File: config.mk
export PLATFORM = sky130hd
export DESIGN_NAME = reset_hub
export DESIGN_NICKNAME = d
export VERILOG_FILES = /design/src/rtl/rh_pkg.sv /design/src/rtl/rh_prio.sv /design/src/rtl/rh_linemap.sv /design/src/rtl/rh_bmon.sv /design/src/rtl/rh_hold.sv /design/src/rtl/reset_hub.sv
export SDC_FILE = /design/constraint.sdc
export NUM_CORES = 1
export LEC_CHECK = 0
export ABC_CLOCK_PERIOD_IN_PS = 4300
export BUFFER_PORTS_ARGS = -buffer_cell sky130_fd_sc_hd__buf_4
export CAP_MARGIN = 20
export CORE_MARGIN = 1
export CORE_UTILIZATION = 45
export CTS_BUF_LIST = sky130_fd_sc_hd__clkbuf_4
export CTS_CLUSTER_DIAMETER = 40
export DETAILED_ROUTE_END_ITERATION = 8
export PLACE_DENSITY = 0.69
export SETUP_SLACK_MARGIN = 0.1
export SYNTH_ARGS = -nofsm -noshare
export SYNTH_HDL_FRONTEND = slang
export SYNTH_HIERARCHICAL = 1
export SYNTH_SLANG_ARGS = --single-unit
File: constraint.sdc
create_clock -name clk -period 4.3 [get_ports clk]
set_input_delay 0.645 -clock clk [delete_from_list [all_inputs] [get_ports clk]]
set_output_delay 0.645 -clock clk [all_outputs]
set_load 0.05 [all_outputs]
File: src/rtl/rh_pkg.sv
package rh_pkg;
  localparam int NSRC  = 7;
  localparam int NLINE = 4;
  // line bits: [0] external, [1] clock unit, [2] master, [3] system
  localparam logic [NSRC-1:0] ASYNC_SET = 7'b1001101;

  typedef enum logic [1:0] {ST_IDLE, ST_PEND, ST_ACT} rh_state_e;

  function automatic logic [NLINE-1:0] src_lines(input int idx);
    case (idx)
      5:       return 4'b0101;
      6:       return 4'b1001;
      default: return 4'b0111;
    endcase
  endfunction
endpackage

File: src/rtl/rh_prio.sv
module rh_prio #(
  parameter int N = 7
) (
  input  logic [N-1:0] vec,
  output logic [N-1:0] hot,
  output logic         any
);
  logic [N:0] seen;
  assign seen[0] = 1'b0;
  for (genvar i = 0; i < N; i++) begin : g_bit
    assign hot[i]    = vec[i] & ~seen[i];
    assign seen[i+1] = seen[i] | vec[i];
  end
  assign any = seen[N];
endmodule

File: src/rtl/rh_linemap.sv
module rh_linemap
  import rh_pkg::*;
(
  input  logic [NSRC-1:0]  req,
  output logic [NLINE-1:0] lines
);
  logic [NLINE-1:0] part [NSRC+1];
  assign part[0] = '0;
  for (genvar i = 0; i < NSRC; i++) begin : g_src
    assign part[i+1] = part[i] | (req[i] ? src_lines(i) : '0);
  end
  assign lines = part[NSRC];
endmodule

File: src/rtl/rh_bmon.sv
module rh_bmon #(
  parameter int TIMEOUT = 64
) (
  input  logic clk,
  input  logic rst,
  input  logic run,
  output logic term
);
  localparam int CW = $clog2(TIMEOUT + 1);
  localparam logic [CW-1:0] LIMIT = CW'(TIMEOUT);
  logic [CW-1:0] cnt;

  always_ff @(posedge clk) begin
    if (rst || !run) begin
      cnt  <= '0;
      term <= 1'b0;
    end else begin
      term <= (cnt == LIMIT - 1'b1);
      if (cnt < LIMIT) cnt <= cnt + 1'b1;
    end
  end
endmodule

File: src/rtl/rh_hold.sv
module rh_hold #(
  parameter int HOLD = 16
) (
  input  logic clk,
  input  logic rst,
  input  logic active,
  input  logic any_req,
  output logic expire
);
  localparam int HW = (HOLD > 1) ? $clog2(HOLD) : 1;
  localparam logic [HW-1:0] LAST = HW'(HOLD - 1);
  logic [HW-1:0] cnt;

  assign expire = active && !any_req && (cnt == LAST);

  always_ff @(posedge clk) begin
    if (rst || !active || any_req || expire) cnt <= '0;
    else                                     cnt <= cnt + 1'b1;
  end
endmodule

File: src/rtl/reset_hub.sv
module reset_hub
  import rh_pkg::*;
#(
  parameter int HOLD_CYCLES  = 16,
  parameter int BMON_TIMEOUT = 64
) (
  input  logic            clk,
  input  logic            rst,
  input  logic [NSRC-1:0] src_req,
  input  logic            bus_busy,
  input  logic            bus_done,
  output logic            rst_ext_o,
  output logic            rst_clk_o,
  output logic            rst_mst_o,
  output logic            rst_sys_o,
  output logic            bmon_en_o,
  output logic            bus_term_o,
  output logic [NSRC-1:0] cause_o
);
  rh_state_e        st_q, st_n;
  logic [NLINE-1:0] lines_q, lines_n;
  logic [NSRC-1:0]  cause_q, cause_n;
  logic [NSRC-1:0]  pend_q, pend_n;
  logic             bmon_q;

  logic [NSRC-1:0]  a_hot, s_hot;
  logic             a_any, s_any;
  logic [NLINE-1:0] req_lines, pend_lines;
  logic             expire, term, bus_free;

  rh_prio #(.N(NSRC)) u_apri (.vec(src_req & ASYNC_SET),  .hot(a_hot), .any(a_any));
  rh_prio #(.N(NSRC)) u_spri (.vec(src_req & ~ASYNC_SET), .hot(s_hot), .any(s_any));
  rh_linemap u_reqmap  (.req(src_req), .lines(req_lines));
  rh_linemap u_pendmap (.req(pend_q),  .lines(pend_lines));

  rh_bmon #(.TIMEOUT(BMON_TIMEOUT)) u_bmon (
    .clk(clk), .rst(rst), .run(bmon_q), .term(term));

  rh_hold #(.HOLD(HOLD_CYCLES)) u_hold (
    .clk(clk), .rst(rst), .active(st_q == ST_ACT),
    .any_req(|src_req), .expire(expire));

  assign bus_free = !bus_busy || bus_done || term;

  always_comb begin
    st_n    = st_q;
    lines_n = lines_q;
    cause_n = cause_q;
    pend_n  = pend_q;
    case (st_q)
      ST_IDLE: begin
        if (a_any) begin
          st_n    = ST_ACT;
          lines_n = req_lines;
          cause_n = a_hot;
        end else if (s_any) begin
          st_n   = ST_PEND;
          pend_n = s_hot;
        end
      end
      ST_PEND: begin
        if (a_any) begin
          st_n    = ST_ACT;
          lines_n = req_lines | pend_lines;
          cause_n = a_hot;
          pend_n  = '0;
        end else if (bus_free) begin
          st_n    = ST_ACT;
          lines_n = req_lines | pend_lines;
          cause_n = pend_q;
          pend_n  = '0;
        end
      end
      ST_ACT: begin
        lines_n = lines_q | req_lines;
        if (expire) begin
          st_n    = ST_IDLE;
          lines_n = '0;
        end
      end
      default: st_n = ST_IDLE;
    endcase
  end

  always_ff @(posedge clk) begin
    if (rst) begin
      st_q    <= ST_IDLE;
      lines_q <= '0;
      cause_q <= '0;
      pend_q  <= '0;
      bmon_q  <= 1'b0;
    end else begin
      st_q    <= st_n;
      lines_q <= lines_n;
      cause_q <= cause_n;
      pend_q  <= pend_n;
      bmon_q  <= (st_n == ST_PEND);
    end
  end

  assign rst_ext_o  = lines_q[0];
  assign rst_clk_o  = lines_q[1];
  assign rst_mst_o  = lines_q[2];
  assign rst_sys_o  = lines_q[3];
  assign bmon_en_o  = bmon_q;
  assign bus_term_o = term;
  assign cause_o    = cause_q;
endmodule

==> results of run 1 <==
layout by cell type, fill, tap and decap left out, types with 6 or more instances in the layout:
| master | n |
|---|---|
| dfxtp_1 | 33 |
| buf_4 | 23 |
| conb_1 | 23 |
| nor2_1 | 21 |
| nand2_1 | 13 |
| a21oi_1 | 10 |
| mux2i_1 | 8 |
| a211oi_1 | 8 |
| nand2b_1 | 7 |
| inv_1 | 6 |
| ha_1 | 6 |
| clkbuf_4 | 6 |
worst min path at each step:
stage,start,endpoint,slack [ns]
finish,u_hold/cnt[0]$_SDFF_PP0_,u_hold/cnt[0]$_SDFF_PP0_,0.45
global route,u_hold/cnt[0]$_SDFF_PP0_,u_hold/cnt[0]$_SDFF_PP0_,0.48
CTS,u_hold/cnt[0]$_SDFF_PP0_,u_hold/cnt[0]$_SDFF_PP0_,0.46
detailed placement,u_hold/cnt[0]$_SDFF_PP0_,u_hold/cnt[0]$_SDFF_PP0_,0.44
global placement,u_hold/cnt[0]$_SDFF_PP0_,u_hold/cnt[0]$_SDFF_PP0_,0.44
floorplan,u_hold/cnt[0]$_SDFF_PP0_,u_hold/cnt[0]$_SDFF_PP0_,0.42
routing by layer:
layer | wire length (um) | up-vias | share of wire, %
met5 | 0 | - | 0
met4 | 63 | 0 | 1.8
met3 | 103 | 7 | 3.0
met2 | 1500 | 21 | 44
met1 | 1760 | 646 | 51
li1 | - | 769 | -
final cells by class:
cell class	instances	area, um^2	area share (%)
sequential	33	661	31.4
clock buffer	6	45.0	2.14
tap	48	60.1	2.86
inverter	6	22.5	1.07
timing repair buffer	23	173	8.21
multi-input combinational	169	1140	54.1
clock inverter	1	3.75	0.178
worst register-to-register path, delay by kind of cell, from the launching register on:
kind | cells | cell delay, ns
AO/OA/AOI/OAI | 3 | 0.80
adder cells (fa/ha/maj) | 1 | 0.55
flip-flops | 1 | 0.41
AND/OR/NAND/NOR | 1 | 0.47
stage by stage:
stage	hold WS, ns	util [%]	area [um^2]	setup slack [ns]
global route	0.480	55.8	2100	1.37
detailed placement	0.441	54.5	2050	1.17
finish	0.450	55.8	2100	1.51
CTS	0.456	55.8	2100	1.51
floorplan	0.418	-	1900	1.59
global placement	0.435	54.5	2050	1.22
power by group:
group	switching (mW)	leakage (nW)	internal, mW
registers	0.00559	0.269	0.316
clock network	0.0986	0.0292	0.0656
logic	0.0684	0.626	0.0382
total	0.173	0.924	0.419
kinds of logic (layout without fill, tap and decap cells):
group                    after synthesis  count (layout)
buffers and inverters                 17              36
AO/OA/AOI/OAI                         36              36
flip-flops                            33              33
other                                  1              23
adder cells (fa/ha/maj)                6               6
AND/OR/NAND/NOR                       90              90
XOR/XNOR                               6               6
multiplexers                           8               8
state kept, by name (all words and copies together), names as in the netlist:
name,count
bmon_en_o,1
cause_o,7
lines_q,4
pend_q,7
st_q,2
u_bmon/cnt,7
u_bmon/term,1
u_hold/cnt,4
==> metrics.txt, run 1 <==
status finished, final reports clean; leakage power 0.924 nW; First DRT Iteration DRCs 69; period utilization 64.9%; Compound-Gate Fraction of Synth Area ~15%; Netlist cell types 49; Max H-tree Level 2; post-CTS setup buffer count 0; hold crit path type reg2reg; simple-gate share of the synthesized area a little under a third; number of synthesized flops with an enable pin 0; CTS resizes 0; RSZ-0062 raised after global routing no; drt wl/cell 12.0 um; Synth Warn # 6; cell depth of the worst setup path 7; most common cell in the synthesized netlist dfxtp_1; post-synthesis adder-cell area fraction 4.14%; grt total ovfl 0; ys flop type dfxtp_1; largest area contributor in the netlist dfxtp_1; XOR/XNOR Fraction of Synth Area 2.90%; clock buffer depth 2; gr busiest metal met2; relative slew slack 33.8%; Worst Tran Pin Value ~1 ns; worst skew pair latency between 0.3 and 0.4 ns; reg-to-reg endpoint lines_q[1]$_SDFFE_PP0P_; FMAX about 360 MHz; critical path data arrival time ~3.0 ns; clock sink count 33; MaxCap Viol Count 0; Die Span X 65.5 um; Commonest cells post-synth dfxtp_1, nor2_1, nand2_1; area grow syn2layout 15.9%; Final ANT Viol Nets 0; Port Buffers 23; final WL 3.43 mm; Core Area roughly 3800 um^2; met3 Usage GRT ~4.7%; Worst Hold Path Cells 1; DRC 0; GP Congestion about 0.77; Die Height around 65 um; clock root buffer clkbuf_4; clock skew 0.00619 ns; top cells by area, synth dfxtp_1, mux2i_1, nor2_1, ha_1, a211oi_1; Worst path max stage delay roughly 0.53 ns; Antenna diodes 0; Worst Path Buf+Inv 1; initial antenna violation count 0; Hold Buf Count CTS 0; DP HPWL around 2.6 mm; met1 Usage GRT about a quarter; Crit. Startpoint src_req[0]; fin cells 286; Hold Violations, Final 0; largest net degree at the start of global routing 27; share of cells above drive strength 1 approximately a fifth; CTS tree built; reg2reg start st_q[0]$_SDFF_PP0_; Tot Pwr between 0.5 and 0.6 mW; Critical Path RT roughly 4.5 ns; Cell Pwr Density roughly 280 nW/um^2; Worst Reg-to-Reg Cells 5; Via density 5.05; row count 22; highest-delay cell along the critical path or4_4; TNS Setup 0 ns; routed via count between 1,000 and 1,500; worst vdd ir around 180 uV; family with the most delay on the worst path simple AND/OR/NAND/NOR gates; reg2reg setup slack approximately 2.0 ns; number of global-route vias before repair ~1,300; # nets final between 200 and 300; flops & latches, synth 33; multiplexer share of the synthesized area under 10%; Initial Utilization 48.1%; crit path launch type input port; synthesized area per cell between 9 and 10 um^2; Pins Over Slew Limit 0; GRT Overall Usage 17.7%; register area share after synthesis a little over a third; Die Area between 4000 and 5000 um^2; largest family of logic cells by synthesized area simple AND/OR/NAND/NOR gates; type of the worst setup path in2reg; cell area after synthesis roughly 1800 um^2; drt first pass iters 4; Filler cells between 300 and 400; first-pass GRT wire length about 5.7 mm; Cells after Synth roughly 200; dpl cells around 280; count of final setup violators 0; share of the synthesized area in the top cell type between 30% and 40%; Worst Setup End Kind register; clock-pin slew on the worst setup and hold paths around 0.1 ns; top-level I/O count 24; worst-path cell chain buf_4, or4_4, or4_1, nand2b_1, o2bb2ai_1, a211oi_1, o32ai_1; Final min period about 2.8 ns; CP Max Fanout 9; TritonCTS Buffers 5; worst setup path end lines_q[1]$_SDFFE_PP0P_; GR Util met2 a little over a quarter; Async SR Flop Fraction 0%
Power figures use the tool's default switching activity.
==> inputs of run 2 (changes only) <==
--- a/config.mk
+++ b/config.mk
@@ -5,7 +5,7 @@
 export SDC_FILE = /design/constraint.sdc
 export NUM_CORES = 1
 export LEC_CHECK = 0
-export ABC_CLOCK_PERIOD_IN_PS = 4300
+export ABC_CLOCK_PERIOD_IN_PS = 2580
 export BUFFER_PORTS_ARGS = -buffer_cell sky130_fd_sc_hd__buf_4
 export CAP_MARGIN = 20
 export CORE_MARGIN = 1
==> constraint.sdc (replaced) <==
create_clock -name clk -period 2.58 [get_ports clk]
set_input_delay 0.387 -clock clk [delete_from_list [all_inputs] [get_ports clk]]
set_output_delay 0.387 -clock clk [all_outputs]
set_load 0.05 [all_outputs]
==> metrics.txt, run 2 (same netlist as run 1, synthesis figures left out) <==
first-pass GRT wire length just over 6 mm; fin util 57.3%; most common cell after layout, fill and taps aside dfxtp_1; First DRT Iteration DRCs 45; Worst Setup End Kind register; relative slew slack between 30% and 40%; Endpoint, Worst Hold pend_q[4]$_SDFFE_PP0P_; CTS tree built; Port Buffers 23; cell depth of the worst setup path 7; Die Height ~65 um; # nets final between 200 and 300; worst hold margin ~0.4 ns; Via density 4.97; Die Span X roughly 65 um; final WL between 3 and 4 mm; Final ANT Viol Nets 0; Die Area roughly 4300 um^2; Max H-tree Level 2; period utilization 85.6%; clock skew around 0.011 ns; leakage power between 0.9 and 1 nW; grt total ovfl 0; GRT Overall Usage about a fifth; Core Area 3770 um^2; routed via count between 1,000 and 1,500; Hold Violations, Final 0; Crit. Startpoint src_req[0]; Pins Over Slew Limit 0; largest net degree at the start of global routing 27; CTS resizes 0; TNS Setup 0 ns; TritonCTS Buffers 5; Worst Tran Pin Value between 1 and 1.5 ns; Filler cells approximately 330; initial antenna violation count 0; CP Max Fanout 5; Initial Utilization about half; Worst path max stage delay a little over 0.5 ns; Critical Path RT about 2.9 ns; status finished, final reports clean; min-delay src rst; share of cells above drive strength 1 a little under a quarter; reg-to-reg endpoint cause_o[1]$_SDFFE_PP0P_; clock-pin slew on the worst setup and hold paths about 0.11 ns; worst vdd ir slightly below 300 uV; DRC 0; MaxCap Viol Count 0; drt wl/cell 11.6 um; area of the multi-input gates ~1100 um^2; row count 22; type of the worst setup path in2reg; count of final setup violators 0; hold crit path type in2reg; RSZ-0062 raised after global routing no; family with the most delay on the worst path simple AND/OR/NAND/NOR gates; worst-path cell chain buf_4, or4_4, or4_1, and3b_4, o22ai_4, or3b_2, a21oi_1; area grow syn2layout 19.2%; highest-delay cell along the critical path or4_4; reg2reg start st_q[1]$_SDFF_PP0_; crit path launch type input port; worst skew pair latency between 0.3 and 0.4 ns; FMAX 453 MHz; number of global-route vias before repair around 1,400; clock buffer depth 2; Cell Pwr Density roughly 470 nW/um^2; Tot Pwr approximately 1 mW; FF+latch area 661 um^2; DP HPWL ~2.6 mm; reg2reg setup slack roughly 0.50 ns; critical path data arrival time ~2.5 ns; Worst Path Buf+Inv 1; top-level I/O count 24; GP Congestion between 0.8 and 0.9; most frequent cells in the layout dfxtp_1, buf_4, conb_1; Worst Hold Path Cells 2; post-CTS setup buffer count 0; Final min period 2.21 ns; Worst Reg-to-Reg Cells 6; Antenna diodes 0; drt first pass iters 4; clock sink count 33; Hold Buf Count CTS 0; clock root buffer clkbuf_4
==> run 2: layout make-up <==
type	count	share of cell area, %
inverter	6	1.04
timing repair buffer	30	10.4
tap	48	2.78
multi-input combinational	169	52.7
clock inverter	2	0.463
sequential	33	30.6
clock buffer	6	2.08
==> run 2: stage by stage <==
step                      instance area (um^2)  cells  setup WS (ns)
after CTS                                 2160    294          0.366
after global placement                    2110    286         0.0515
after detailed placement                  2110    286       -0.00468
after global routing                      2160    294          0.232
final                                     2160    294          0.372
after floorplan                           1900    219          0.124
==> run 2: layer usage <==
layer	vias to the layer above	share of wire (%)	GRT usage, %
li1	784	-	-
met1	648	52	26.9
met2	20	42	26.4
met3	8	3.3	4.34
met4	0	2.7	12.2
met5	-	0	0
==> run 2: worst max path at each step <==
stage	endpoint	slack, ns
finish	pend_q[1]$_SDFFE_PP0P_	0.37
global route	cause_o[1]$_SDFFE_PP0P_	0.23
detailed placement	pend_q[1]$_SDFFE_PP0P_	-0.005
global placement	pend_q[1]$_SDFFE_PP0P_	0.05
floorplan	pend_q[4]$_SDFFE_PP0P_	0.12
CTS	pend_q[1]$_SDFFE_PP0P_	0.37
==> run 2: power by group <==
group          leakage (nW)  switching (mW)  internal, mW
Combinational         0.658           0.114        0.0663
Sequential            0.269         0.00944         0.526
Clock                0.0354           0.177         0.114
Total                 0.962           0.301         0.707
